===== config.mk =====
export PLATFORM = sky130hd
export DESIGN_NAME = ovf_default_result
export DESIGN_NICKNAME = d
export VERILOG_FILES = /design/src/rtl/ovf_pkg.sv /design/src/rtl/ovf_mode_decode.sv /design/src/rtl/ovf_pattern_table.sv /design/src/rtl/ovf_default_result.sv
export SDC_FILE = /design/constraint.sdc
export NUM_CORES = 1
export LEC_CHECK = 0
export ABC_CLOCK_PERIOD_IN_PS = 3600
export CORE_ASPECT_RATIO = 1.5
export CORE_MARGIN = 2
export CORE_UTILIZATION = 42
export DETAILED_ROUTE_END_ITERATION = 10
export DONT_BUFFER_PORTS = 1
export SETUP_SLACK_MARGIN = 0.02
export SLEW_MARGIN = 5
export SYNTH_ARGS = -nofsm -noshare
export SYNTH_HDL_FRONTEND = slang
export SYNTH_HIERARCHICAL = 1
export SYNTH_SLANG_ARGS = --single-unit

===== constraint.sdc =====
create_clock -name clk -period 3.6 [get_ports clk]
set_input_delay 0.36 -clock clk [delete_from_list [all_inputs] [get_ports clk]]
set_output_delay 0.36 -clock clk [all_outputs]
set_load 0.01 [all_outputs]

===== src/rtl/ovf_pkg.sv =====
package ovf_pkg;

  typedef enum logic [1:0] {
    RM_NEAR  = 2'b00,
    RM_ZERO  = 2'b01,
    RM_MINUS = 2'b10,
    RM_PLUS  = 2'b11
  } rmode_e;

  typedef enum logic [1:0] {
    FMT_EXT = 2'b00,
    FMT_SGL = 2'b01,
    FMT_DBL = 2'b10,
    FMT_RSV = 2'b11
  } fmt_e;

endpackage


===== src/rtl/ovf_mode_decode.sv =====
// Decides, from rounding direction and sign, whether an overflow
// saturates to infinity or clamps to the largest finite value.
module ovf_mode_decode
  import ovf_pkg::*;
(
  input  rmode_e rmode,
  input  logic   sign,
  output logic   pick_inf
);

  always_comb begin
    unique case (rmode)
      RM_NEAR:  pick_inf = 1'b1;
      RM_ZERO:  pick_inf = 1'b0;
      RM_MINUS: pick_inf = sign;   // only the negative side goes to -inf
      RM_PLUS:  pick_inf = ~sign;  // only the positive side goes to +inf
      default:  pick_inf = 1'b1;
    endcase
  end

endmodule


===== src/rtl/ovf_pattern_table.sv =====
// Largest finite value of each destination format, written in
// extended-precision layout. Entries are computed from the format
// parameters; reserved format code falls back to extended.
module ovf_pattern_table
  import ovf_pkg::*;
#(
  parameter int EXP_W    = 15,
  parameter int MAN_W    = 64,
  parameter int SGL_PREC = 24,
  parameter int SGL_EMAX = 127,
  parameter int DBL_PREC = 53,
  parameter int DBL_EMAX = 1023
) (
  input  fmt_e             fmt,
  output logic [EXP_W-1:0] max_exp,
  output logic [MAN_W-1:0] max_man
);

  localparam int EXT_BIAS = (1 << (EXP_W - 1)) - 1;
  localparam int NFMT     = 3;

  function automatic logic [MAN_W-1:0] top_ones(input int prec);
    logic [MAN_W-1:0] m;
    m = '1;
    m = m << (MAN_W - prec);
    return m;
  endfunction

  function automatic logic [EXP_W-1:0] biased_emax(input int emax);
    return EXP_W'(EXT_BIAS + emax);
  endfunction

  logic [EXP_W-1:0] exp_tab [NFMT];
  logic [MAN_W-1:0] man_tab [NFMT];

  for (genvar i = 0; i < NFMT; i++) begin : g_fmt
    localparam int PREC = (i == 0) ? MAN_W : (i == 1) ? SGL_PREC : DBL_PREC;
    localparam int EMAX = (i == 0) ? EXT_BIAS : (i == 1) ? SGL_EMAX : DBL_EMAX;
    assign exp_tab[i] = biased_emax(EMAX);
    assign man_tab[i] = top_ones(PREC);
  end

  logic [1:0] sel;
  always_comb begin
    unique case (fmt)
      FMT_SGL: sel = 2'd1;
      FMT_DBL: sel = 2'd2;
      default: sel = 2'd0;
    endcase
  end

  assign max_exp = exp_tab[sel];
  assign max_man = man_tab[sel];

endmodule


===== src/rtl/ovf_default_result.sv =====
module ovf_default_result
  import ovf_pkg::*;
#(
  parameter int EXP_W    = 15,
  parameter int MAN_W    = 64,
  parameter int SGL_PREC = 24,
  parameter int SGL_EMAX = 127,
  parameter int DBL_PREC = 53,
  parameter int DBL_EMAX = 1023
) (
  input  logic                   clk,
  input  logic                   rst_n,
  input  logic                   in_valid,
  input  logic                   ovf,
  input  logic                   sign,
  input  logic [1:0]             rmode,
  input  logic [1:0]             fmt,
  input  logic                   trap_en,
  output logic                   out_valid,
  output logic [EXP_W+MAN_W:0]   result,
  output logic                   exc_req
);

  localparam int RES_W = EXP_W + MAN_W + 1;
  localparam logic [EXP_W-1:0] INF_EXP = '1;

  rmode_e rm_e;
  fmt_e   fmt_e_s;
  assign rm_e    = rmode_e'(rmode);
  assign fmt_e_s = fmt_e'(fmt);

  // Named internal events for the assertions
  logic             pick_inf;
  logic [EXP_W-1:0] max_exp;
  logic [MAN_W-1:0] max_man;
  logic             trap_hit;
  logic [RES_W-1:0] nxt_result;

  ovf_mode_decode u_decode (
    .rmode    (rm_e),
    .sign     (sign),
    .pick_inf (pick_inf)
  );

  ovf_pattern_table #(
    .EXP_W    (EXP_W),
    .MAN_W    (MAN_W),
    .SGL_PREC (SGL_PREC),
    .SGL_EMAX (SGL_EMAX),
    .DBL_PREC (DBL_PREC),
    .DBL_EMAX (DBL_EMAX)
  ) u_table (
    .fmt     (fmt_e_s),
    .max_exp (max_exp),
    .max_man (max_man)
  );

  function automatic logic [RES_W-1:0] build_result(
    input logic             o,
    input logic             s,
    input logic             inf,
    input logic [EXP_W-1:0] mexp,
    input logic [MAN_W-1:0] mman
  );
    if (!o) return '0;
    if (inf) return {s, INF_EXP, {MAN_W{1'b0}}};
    return {s, mexp, mman};
  endfunction

  assign nxt_result = build_result(ovf, sign, pick_inf, max_exp, max_man);
  assign trap_hit   = ovf & trap_en;

  always_ff @(posedge clk) begin
    if (!rst_n) begin
      out_valid <= 1'b0;
      result    <= '0;
      exc_req   <= 1'b0;
    end else begin
      out_valid <= in_valid;
      if (in_valid) begin
        result  <= nxt_result;
        exc_req <= trap_hit;
      end
    end
  end

  // ---------------- assertions ----------------
  assert_latency_R11: assert property (@(posedge clk) disable iff (!rst_n)
    in_valid |=> out_valid);
  assert_no_spurious_valid_R11: assert property (@(posedge clk) disable iff (!rst_n)
    !in_valid |=> !out_valid);
  assert_hold_R11: assert property (@(posedge clk) disable iff (!rst_n)
    !in_valid |=> ($stable(result) && $stable(exc_req)));
  assert_near_inf_R1: assert property (@(posedge clk) disable iff (!rst_n)
    (in_valid && ovf && rmode == 2'b00) |=>
      (result[RES_W-2 -: EXP_W] == INF_EXP && result[MAN_W-1:0] == '0));
  assert_zero_finite_R2: assert property (@(posedge clk) disable iff (!rst_n)
    (in_valid && ovf && rmode == 2'b01) |=> (result[RES_W-2 -: EXP_W] != INF_EXP));
  assert_minus_R3: assert property (@(posedge clk) disable iff (!rst_n)
    (in_valid && ovf && rmode == 2'b10) |=>
      ((result[RES_W-2 -: EXP_W] == INF_EXP) == result[RES_W-1]));
  assert_plus_R4: assert property (@(posedge clk) disable iff (!rst_n)
    (in_valid && ovf && rmode == 2'b11) |=>
      ((result[RES_W-2 -: EXP_W] == INF_EXP) == !result[RES_W-1]));
  assert_sign_R5: assert property (@(posedge clk) disable iff (!rst_n)
    (in_valid && ovf) |=> (result[RES_W-1] == $past(sign)));
  assert_trap_R9: assert property (@(posedge clk) disable iff (!rst_n)
    in_valid |=> (exc_req == $past(ovf && trap_en)));
  assert_no_overflow_R10: assert property (@(posedge clk) disable iff (!rst_n)
    (in_valid && !ovf) |=> (result == '0 && !exc_req));
  assert_finite_mantissa_R6: assert property (@(posedge clk) disable iff (!rst_n)
    (in_valid && ovf && !pick_inf) |=> (result[MAN_W-1] && result[RES_W-2 -: EXP_W] != INF_EXP));

endmodule


== After elaboration in Yosys (flattened, before gate mapping) ==
Cells that the tools add are included.

* Logic and storage cells: 27
* Input port bits: 10
* Register bits after elaboration: 82
* Output and inout bits: 82

* Reductions and logical operators: 1
* Bitwise operators: 3
* Order comparisons: 1
* Eq/ne operators: 5
* Mux-type cells: 14

{| class="wikitable"
|+ Operator list
! operator !! number
|-
| 2-to-1 mux 80 bit || 4
|-
| binary-select mux 64 bit (select 2 bit) || 1
|-
| 2-to-1 mux 64 bit || 2
|-
| binary-select mux 15 bit (select 2 bit) || 1
|-
| 2-to-1 mux 15 bit || 2
|-
| == test 2 bit, second input constant || 3
|-
| == test 2 x 1 -> 1 bit, second input constant || 2
|-
| one-hot mux 1 bit (4 select lines) || 1
|-
| one-hot mux 2 bit (2 select lines) || 1
|-
| >= comparator 3 bit, second input constant || 1
|-
| inverter 2 -> 3 bit || 1
|-
| zero test 2 bit || 1
|-
| 2-to-1 mux 1 bit || 2
|-
| bitwise AND 1 bit || 1
|-
| inverter 1 bit || 1
|}

== Depth between registers and ports, before layout ==
Gate-level depths: netlist of the first run.

* Depth after elaboration: 8
* Gate-level depth with buffers: 6
* Mapped depth without buffers: 5

== Hierarchy ==
Netlist of the first run, hierarchy kept.

{| class="wikitable"
|+ By module, submodules not included
! module !! seq. area each (um^2) !! instances !! area an instance (um^2) !! cells an instance
|-
| ovf_default_result || 1641.6 || 1 || 3701.0 || 370
|-
| ovf_pattern_table || 0.0 || 1 || 614.3 || 83
|-
| ovf_mode_decode || 0.0 || 1 || 22.5 || 2
|}

== Worst setup path after synthesis of the first run ==
Ideal clock, no wire load.

* Kind: input port to flip-flop
* Start point: input fmt[1]
* End point: register result[78]
* Setup slack: 2.026 ns
* Arrival time: 1.451 ns
* Stages on the path: 6
* Setup time: 0.123 ns
* Required time: 3.477 ns
* Buffers on the path: 1
* Cell sequence: inv_1 > ha_1 > nand2_1 > buf_4 > o211ai_1 > a21boi_1

* Longest elaborated chain between the ends: 8
* Elaborated cells between the ends (all ways): 9
* Those cells by class: eq/ne: 2; mux: 6; bitwise: 1

{| class="wikitable"
|+ RTL lines
! element !! line !! RTL
|-
| start, declared || ovf_default_result.sv:17 || <nowiki>input logic [1:0] fmt,</nowiki>
|-
| == test 2 bit / == test 2 x 1 -> 1 bit (equally long branches) || ovf_pattern_table.sv:45 || <nowiki>unique case (fmt)</nowiki>
|-
| one-hot mux 2 bit (2 select lines) (*) || ovf_pattern_table.sv:45 ||
|-
| inverter 2 -> 3 bit (not written as such) (*) || ovf_pattern_table.sv:52 || <nowiki>assign max_exp = exp_tab[sel];</nowiki>
|-
| binary-select mux 15 bit (select 2 bit) (*) || ovf_pattern_table.sv:52 ||
|-
| 2-to-1 mux 15 bit (not written as such) (*) (2 in a row) || ovf_pattern_table.sv:52 ||
|-
| via max_exp[14] || ovf_default_result.sv:34 || <nowiki>logic [EXP_W-1:0] max_exp;</nowiki>
|-
| 2-to-1 mux 80 bit (*) || ovf_default_result.sv:67 || <nowiki>return {s, mexp, mman};</nowiki>
|-
| 2-to-1 mux 80 bit (*) || ovf_default_result.sv:66 || <nowiki>if (inf) return {s, INF_EXP, {MAN_W{1'b0}}};</nowiki>
|-
| end signal, assigned || ovf_default_result.sv:81 || <nowiki>result <= nxt_result;</nowiki>
|-
| end, declared || ovf_default_result.sv:20 || <nowiki>output logic [EXP_W+MAN_W:0] result,</nowiki>
|}

The timed path passes the listed nets; every way through them passes the cells marked *. The select of a mux whose other input is x is not followed.
A chain may end at the register's enable or synchronous reset.

== Worst setup path after layout of the first run ==
* Start point: input fmt[1]
* End point: register result[78]

* Longest elaborated chain between the ends: 8
* Elaborated cells between the ends (all ways): 9
* Those cells by class: eq/ne: 2; mux: 6; bitwise: 1

{| class="wikitable"
|+ RTL lines
! element !! line
|-
| == test 2 bit / == test 2 x 1 -> 1 bit (equally long branches) || ovf_pattern_table.sv:45
|-
| one-hot mux 2 bit (2 select lines) (*) || ovf_pattern_table.sv:45
|-
| inverter 2 -> 3 bit (not written as such) (*) || ovf_pattern_table.sv:52
|-
| binary-select mux 15 bit (select 2 bit) (*) || ovf_pattern_table.sv:52
|-
| 2-to-1 mux 15 bit (not written as such) (*) (2 in a row) || ovf_pattern_table.sv:52
|-
| 2-to-1 mux 80 bit (*) || ovf_default_result.sv:67
|-
| 2-to-1 mux 80 bit (*) || ovf_default_result.sv:66
|}

Mark *: on every way between the ends. The rest lies on a longest branch, timed or not. The select of a mux whose other input is x is not followed.

==> impl_metrics.ini, run 1 <==
[timing]
fin_skew_ns = 0
min_period_ns = 1.45
worst_slew_pin_slew_ns = 1.07
fin_tns_setup_ns = 0
whs_ns = 0.175
fin_ws_ns = 2.15
fmax_mhz = 690
relSlewSlack = 0.284
hold_violations = 0
slew_viol_final = 0
period_share = 0.403
rsz0062_at_grt = no
setup_viol = 0

[drt]
via_per_inst = 5.51
drt-wirelength-per-cell_um = 16.8
drtIter0Drc = 148
totalWireLength_mm = 7.90
dr.pass1.iters = 4
postRouteAntennaNets = 0
drc = 0
vias = 2585

[grt]
grt_max_degree = 164
grt_usage = 0.144
grt_pass1_vias = 2433
globalRouteOverflowTotal = 0
grt_pass1_wl_mm = 12.8
antenna_found_initial = 0

[clocking]
cts-htree-levels = 3
numCtsBuffers = 9
cts_setup_buffers = 0
clock_latency_ns = 0.33
clk_pin_slew_ns = 0.06
holdBufCountCts = 0
cts_sinks = 82
cts_buffer_depth = 2
cts_tree = done
cts_resized = 0
clock_tree.root_cell = clkbuf_16

[layout]
diodes = 0
drive_gt1_frac = 0.0540
synthToLayoutAreaGrowth_pct = -7.50
final_cell_area_um2 = 4010
nNetsFinal = 359

[floorplan]
die_area_um2 = 11200
io_pins = 92
dieWidth_um = 87.0
placementRows = 45
die_h_um = 128
start_util = 0.430
coreArea_um2 = 10100

[worst_setup_path]
crit_buf_inv = 1
cp_max_fo = 31
path_cells = inv_1, ha_1, nand2_1, o211ai_1, a21boi_1
setup.worst_path.end_class = flip-flop
critPathMaxStageDelay_ns = 0.59
critPathKind = primary input to flip-flop
cp_slowest_cell = nand2_1
crit_required_ns = 3.81
startpoint_type = primary input
path_delay_family = simple AND/OR/NAND/NOR gates
crit_arrival_ns = 1.66

[logic_synthesis]
netlist.area_leader.share = 0.378
avgSynthCellArea_um2 = 9.53
ys_seq_elements = 82
synth_area_um2 = 4340
synth_nets = 467
yosys.area.top_type = dfxtp_1
synth_cell_types = 17
syn_inst = 455
synthTopCellsByArea = dfxtp_1 (38%), a21boi_1 (14%), buf_4 (13%), nand4b_1 (13%), nand2b_1 (12%)
ys_seq_area_frac = 0.378
yosys_warnings = 6

[place]
io_buffers = 0
dp_slack_ns = 1.81
gp_congestion = 0.649
place_area_um2 = 3670
hpwl_mm = 4.05

[pwr]
p_per_area_nw_per_um2 = 539
finalPower_mw = 2.16
power.leakage_nw = 1.30
vdd_drop_max_mv = 0.222

[min_path]
hold_path.class = primary input to flip-flop

[outcome]
status = completed

[flow_run]
drv_cap = 0
[final cells by class]
class / count / area (µm²)
inverter: 3 / 11.3
multi-input combinational: 250 / 1870
fill: 1001 / 6070
tap: 117 / 146
sequential: 82 / 1640
clock buffer: 12 / 267
timing repair buffer: 1 / 7.51
clock inverter: 4 / 72.6
[layout by cell type, fill, tap and decap left out, types with 2 or more instances in the layout]
cell type | synthesis | routed
a21boi_1 | 81 | 81
inv_1 | 3 | 3
ha_1 | 2 | 2
clkbuf_16 | 0 | 9
o211ai_1 | 15 | 15
clkbuf_8 | 0 | 3
dfxtp_1 | 82 | 82
nand3_1 | 2 | 2
nand4b_1 | 64 | 64
bufinv_16 | 0 | 2
nand2b_1 | 81 | 81
[through the flow]
| step | std cells | utilization |
|---|---|---|
| after floorplan | 455 | - |
| after CTS | 469 | 0.398 |
| final | 469 | 0.398 |
| after global placement | 453 | 0.364 |
| after global routing | 469 | 0.398 |
| after detailed placement | 453 | 0.364 |
[layer usage]
layer	vias up	routed length, µm	GRT usage
li1	1283	-	-
met1	1235	3570	0.181
met2	58	3740	0.224
met3	9	448	0.0455
met4	0	137	0.0689
met5	-	0	0
[power breakdown]
part	internal, mW	switching, mW
Clock	0.663	0.362
Combinational	0.0838	0.0612
Sequential	0.948	0.0463
Total	1.69	0.470
[synthesized netlist by cell type]
| library cell | count |
|---|---|
| nand2_1 | 1 |
| xnor2_1 | 1 |
| inv_1 | 3 |
| buf_2 | 12 |
| buf_6 | 9 |
| dfxtp_1 | 82 |
| ha_1 | 2 |
| clkbuf_1 | 21 |
| nand4b_1 | 64 |
| nor2b_4 | 1 |
| o211ai_1 | 15 |
| and2_1 | 1 |
| nand3_1 | 2 |
| conb_1 | 1 |
| buf_4 | 78 |
| a21boi_1 | 81 |
| nand2b_1 | 81 |
[registers in the layout, summed over array words and instances (netlist names)]
name,count
exc_req,1
result,80
out_valid,1
[cells by family after synthesis]
group | after synthesis | synth area share
AND/OR/NAND/NOR | 150 | 0.254
other | 1 | 0.000864
flip-flops | 82 | 0.378
AO/OA/AOI/OAI | 96 | 0.166
buffers and inverters | 123 | 0.193
XOR/XNOR | 1 | 0.00202
adder cells (fa/ha/maj) | 2 | 0.00577
[path summary, 6_finish.rpt]
check,from,to,slack (ns),cells after the start
max reg2reg,result[26],result[26],2.90,2
min reg2reg,result[4],result[4],0.51,2
min,rst_n,result[16],0.17,1
max,fmt[1],result[78],2.15,5
[worst register-to-register path: stages, from the launching register on]
cell and delay (ns):
dfxtp_1 0.41, nand2b_1 0.08, a21boi_1 0.15
(Power assumes the default switching activity.)
==> run 2, diff against run 1 <==
Settings changed: ABC_AREA from default to 1, ABC_CLOCK_PERIOD_IN_PS 3600 to 1360.
Clock period 3.6 ns to 1.36 ns, I/O delays scaled along.
==> impl_metrics.ini, run 2 <==
[layout]
nNetsFinal = 538
final_cell_area_um2 = 4100
final_common_cell = nand2_1
synthToLayoutAreaGrowth_pct = -6.14
largest-register = result
drive_gt1_frac = 0.130
largest_register_ffs = 80
diodes = 0
final_cell_mix = nand2_1 (179), inv_1 (86), dfxtp_1 (82), nor2_1 (54), a21oi_1 (52)
largestRegisters = result x80, exc_req x1, out_valid x1

[floorplan]
dieWidth_um = 87.2
coreArea_um2 = 10100
placementRows = 45
io_pins = 92
die_area_um2 = 11200
die_h_um = 129
start_util = 0.430

[worst_setup_path]
setup.worst_path.end_class = flip-flop
crit_buf_inv = 3
r2r_start = result[52]
r2r.worst_path.cells = 2
path_delay_family = buffers and inverters
crit_arrival_ns = 1.32
cp_slowest_cell = dlygate4sd3_1
crit_required_ns = 1.60
r2r-end = result[52]
critPathMaxStageDelay_ns = 0.56
crit_top_cell = dlygate4sd3_1
startpoint_type = primary input
r2r_slack_ns = 0.65
cp_max_fo = 3
critPathKind = primary input to flip-flop
path_cells = dlygate4sd3_1, nand2_1, dlygate4sd3_1, inv_1

[logic_synthesis]
synthTopCellsByArea = dfxtp_1 (38%), nand2_1 (15%), buf_4 (14%), inv_1 (7.5%), a21oi_1 (6.0%)
netlist.area_leader.share = 0.376
yosys_warnings = 6
synth_area_um2 = 4360
ys_seq_area_frac = 0.376
synth_cell_types = 18
syn_inst = 612
synth_commonest_cells = nand2_1 (180), inv_1 (87), buf_4 (82), dfxtp_1 (82), nor2_1 (54)
yosysMostFrequentCell = nand2_1
async_flop_share = 0
ys_seq_elements = 82
synth_ff_type = dfxtp_1
avgSynthCellArea_um2 = 7.13
synth-edff-count = 0
yosys.area.top_type = dfxtp_1
synth_nets = 624

[flow_run]
drv_cap = 0

[place]
gp_congestion = 0.694
dp_slack_ns = 0.189
hpwl_mm = 4.78
io_buffers = 0
place_area_um2 = 3750

[outcome]
status = completed

[drt]
via_per_inst = 4.50
totalWireLength_mm = 7.99
drc = 0
drtIter0Drc = 116
postRouteAntennaNets = 0
dr.pass1.iters = 5
drt-wirelength-per-cell_um = 12.3
vias = 2913

[grt]
grt_pass1_wl_mm = 12.9
grt_pass1_vias = 2614
globalRouteOverflowTotal = 0
grt_usage = 0.146
grt_max_degree = 82
antenna_found_initial = 0

[timing]
fin_skew_ns = 0
slew_viol_final = 0
setup_viol = 0
min_period_ns = 1.08
relSlewSlack = 0.615
fin_tns_setup_ns = 0
period_share = 0.795
hold_violations = 0
fmax_mhz = 925
fin_ws_ns = 0.278
worst_slew_pin_slew_ns = 0.578
rsz0062_at_grt = no

[min_path]
holdPathEnd = result[17]
holdPathStages = 4
hold_path.class = primary input to flip-flop
hold_start = in_valid

[clocking]
cts_sinks = 82
cts_resized = 0
cts_setup_buffers = 0
cts_buffer_depth = 2
clk_pin_slew_ns = 0.06
numCtsBuffers = 9
cts-htree-levels = 3
clock_latency_ns = 0.33
clock_tree.root_cell = clkbuf_16
cts_tree = done

[pwr]
vdd_drop_max_mv = 0.570
finalPower_mw = 5.69
p_per_area_nw_per_um2 = 1390
power.leakage_nw = 2.01
run 2: cell count changes after synthesis, moves of 15 or more:
cell	before	now
nand2_1	1	180
inv_1	3	87
a21boi_1	81	0
nand2b_1	81	0
nand4b_1	64	0
nor2_1	0	54
a21oi_1	0	52
a21oi_2	0	29
clkbuf_1	21	1
o211ai_1	15	0
run 2: cells by family (layout without fill, tap and decap cells):
family | after synthesis | after routing | synth area share
fa+ha+maj | 2 | 2 | 0.00573
simple gates | 248 | 248 | 0.221
buf+inv | 198 | 117 | 0.279
flops | 82 | 82 | 0.376
compound gates | 81 | 81 | 0.118
other cells | 1 | 1 | 0.000860
run 2: stage by stage:
| step | hold WS (ns) | util | cells |
|---|---|---|---|
| floorplan | 0.229 | - | 612 |
| global placement | 0.243 | 0.370 | 628 |
| detailed placement | 0.247 | 0.370 | 628 |
| CTS | 0.198 | 0.404 | 648 |
| global route | 0.215 | 0.404 | 648 |
| finish | 0.205 | 0.404 | 648 |
run 2: tightest hold or removal path, cell delays in order:
cell,delay [ns]
inv_2,0.03
buf_12,0.17
nand2_1,0.11
a21oi_2,0.05
run 2: per-layer routing:
layer / GRT usage / up-vias / part of all wire / wire [µm]
li1: - / 1560 / - / -
met3: 0.0500 / 11 / 0.062 / 493
met2: 0.235 / 64 / 0.49 / 3890
met4: 0.0661 / 0 / 0.019 / 149
met5: 0 / - / 0 / 0
met1: 0.174 / 1278 / 0.43 / 3460
run 2: final cells by class:
| class | count | area, µm² |
|---|---|---|
| Fill cell | 1069 | 6040 |
| Inverter | 90 | 347 |
| Sequential cell | 82 | 1640 |
| Clock buffer | 11 | 253 |
| Tap cell | 117 | 146 |
| Multi-Input combinational cell | 332 | 1510 |
| Timing Repair Buffer | 11 | 143 |
| Clock inverter | 5 | 52.6 |
run 2: how the worst max path moves through the flow:
stage	start	to	slack, ns	cells after the start
finish	in_valid	out_valid	0.28	4
global route	in_valid	out_valid	0.24	4
floorplan	fmt[1]	result[72]	0.08	8
CTS	in_valid	out_valid	0.28	4
global placement	fmt[0]	result[8]	0.21	6
detailed placement	rmode[0]	result[77]	0.19	7
run 2: power by group:
group	switching (mW)	internal (mW)
Sequential	0.128	2.51
Combinational	0.381	0.200
Clock	0.960	1.51
run 2: what timing repair did:
action,4_1_cts,5_1_grt
hold buffers,4,0
endpoints found under the hold margin,3,0
setup endpoints to repair,0,0
==> run 3, diff against run 2 <==
Settings changed: ABC_CLOCK_PERIOD_IN_PS 1360 to 1000.
Clock period 1.36 ns to 1 ns, I/O delays scaled along.
==> impl_metrics.ini, run 3 (synthesis gave the netlist of run 2 again) <==
[grt]
grt_max_degree = 54
grt_pass1_wl_mm = 13.0
globalRouteOverflowTotal = 0
grt_pass1_vias = 2686
antenna_found_initial = 0
grt_usage = 0.146

[timing]
min_period_ns = 0.836
fmax_mhz = 1200
slew_viol_final = 0
setup_viol = 0
fin_skew_ns = 0
fin_ws_ns = 0.164
period_share = 0.836
hold_violations = 0
rsz0062_at_grt = no

[place]
gp_congestion = 0.708
hpwl_mm = 4.85
dp_slack_ns = 0.00246
io_buffers = 0

[worst_setup_path]
crit_required_ns = 0.90
worstSetupStartpoint = result[73]
cp_num_cells = 0
setup.worst_path.end_class = output pin
r2r_slack_ns = 0.30
r2r_start = result[19]
crit_arrival_ns = 0.74
cp_max_fo = 2
startpoint_type = flip-flop
r2r-end = result[19]
r2r.worst_path.cells = 2
critPathKind = flip-flop to output pin

[pwr]
vdd_drop_max_mv = 0.782
power.leakage_nw = 2.02
p_per_area_nw_per_um2 = 1770
finalPower_mw = 7.38

[layout]
synthToLayoutAreaGrowth_pct = -4.53
largest_register_ffs = 80
drive_gt1_frac = 0.141
diodes = 0
largest-register = result
largestRegisters = result x80, exc_req x1, out_valid x1
final_cell_mix = nand2_1 (179), inv_1 (82), dfxtp_1 (82), nor2_1 (54), a21oi_1 (52)
nNetsFinal = 541
final_common_cell = nand2_1

[drt]
postRouteAntennaNets = 0
via_per_inst = 4.53
dr.pass1.iters = 6
drc = 0
totalWireLength_mm = 7.96
vias = 2942
drtIter0Drc = 117
drt-wirelength-per-cell_um = 12.3

[floorplan]
start_util = 0.430
placementRows = 45
die_area_um2 = 11200
die_h_um = 129
coreArea_um2 = 10100
io_pins = 92
dieWidth_um = 87.2

[min_path]
holdPathStages = 3
holdPathEnd = result[16]
hold_start = rst_n
hold_path.class = primary input to flip-flop

[clocking]
clock_tree.root_cell = clkbuf_16
cts-htree-levels = 3
clock_latency_ns = 0.33
cts_tree = done
cts_buffer_depth = 2
clk_pin_slew_ns = 0.06
cts_sinks = 82
numCtsBuffers = 9

[flow_run]
drv_cap = 0

[outcome]
status = completed
[run 3: cell types whose count changed in the layout (fill, tap and decap cells not counted), sizes merged]
cell | before | now
buf | 7 | 10
bufinv | 1 | 0
clkinv | 4 | 3
[run 3: area by class of cell]
type                       instances  area, µm²
inverter                          90        359
timing repair buffer              14        215
sequential                        82       1640
clock buffer                      11        243
tap                              117        146
fill                            1074       5970
clock inverter                     3       17.5
multi-input combinational        332       1540
[run 3: worst reg2reg max path, stage by stage (launching register included)]
cell and delay [ns]:
dfxtp_1 0.41, nand2_1 0.10, a21oi_2 0.14
[run 3: worst max path at each step]
stage / end / slack (ns)
6_report: result[73] / 0.16
5_1_grt: result[73] / 0.13
4_1_cts: result[19] / 0.14
3_5_place_dp: result[12] / 0.002
3_3_place_gp: result[43] / 0.03
2_1_floorplan: result[17] / -0.15
[run 3: power by group]
part	internal [mW]	switching (mW)	leakage, nW
clock network	1.71	1.21	0.127
logic	0.333	0.534	1.23
registers	3.42	0.172	0.670
total	5.46	1.92	2.02
[run 3: what timing repair did]
item                                   in CTS  in global routing
hold buffers                                4                  0
buffers inserted                            0                  0
setup endpoints to repair                   0                  0
endpoints found under the hold margin       3                  0
resized for setup                           0                  0
[run 3: metrics by stage]
step / area [µm²] / setup TNS [ns] / std cells / util / hold WS, ns
2_1_floorplan: 4430 / -4.44 / 612 / - / 0.193
4_1_cts: 4170 / 0 / 649 / 0.411 / 0.0997
3_5_place_dp: 3860 / 0 / 631 / 0.381 / 0.202
5_1_grt: 4170 / 0 / 649 / 0.411 / 0.110
6_report: 4170 / 0 / 649 / 0.411 / 0.113
3_3_place_gp: 3860 / 0 / 631 / 0.381 / 0.198
[run 3: per-layer routing]
| layer | vias to the layer above | track usage | wire length, µm |
|---|---|---|---|
| met4 | 0 | 0.0633 | 110 |
| met2 | 59 | 0.243 | 3980 |
| met3 | 9 | 0.0455 | 421 |
| li1 | 1570 | - | - |
| met5 | - | 0 | 0 |
| met1 | 1304 | 0.172 | 3450 |
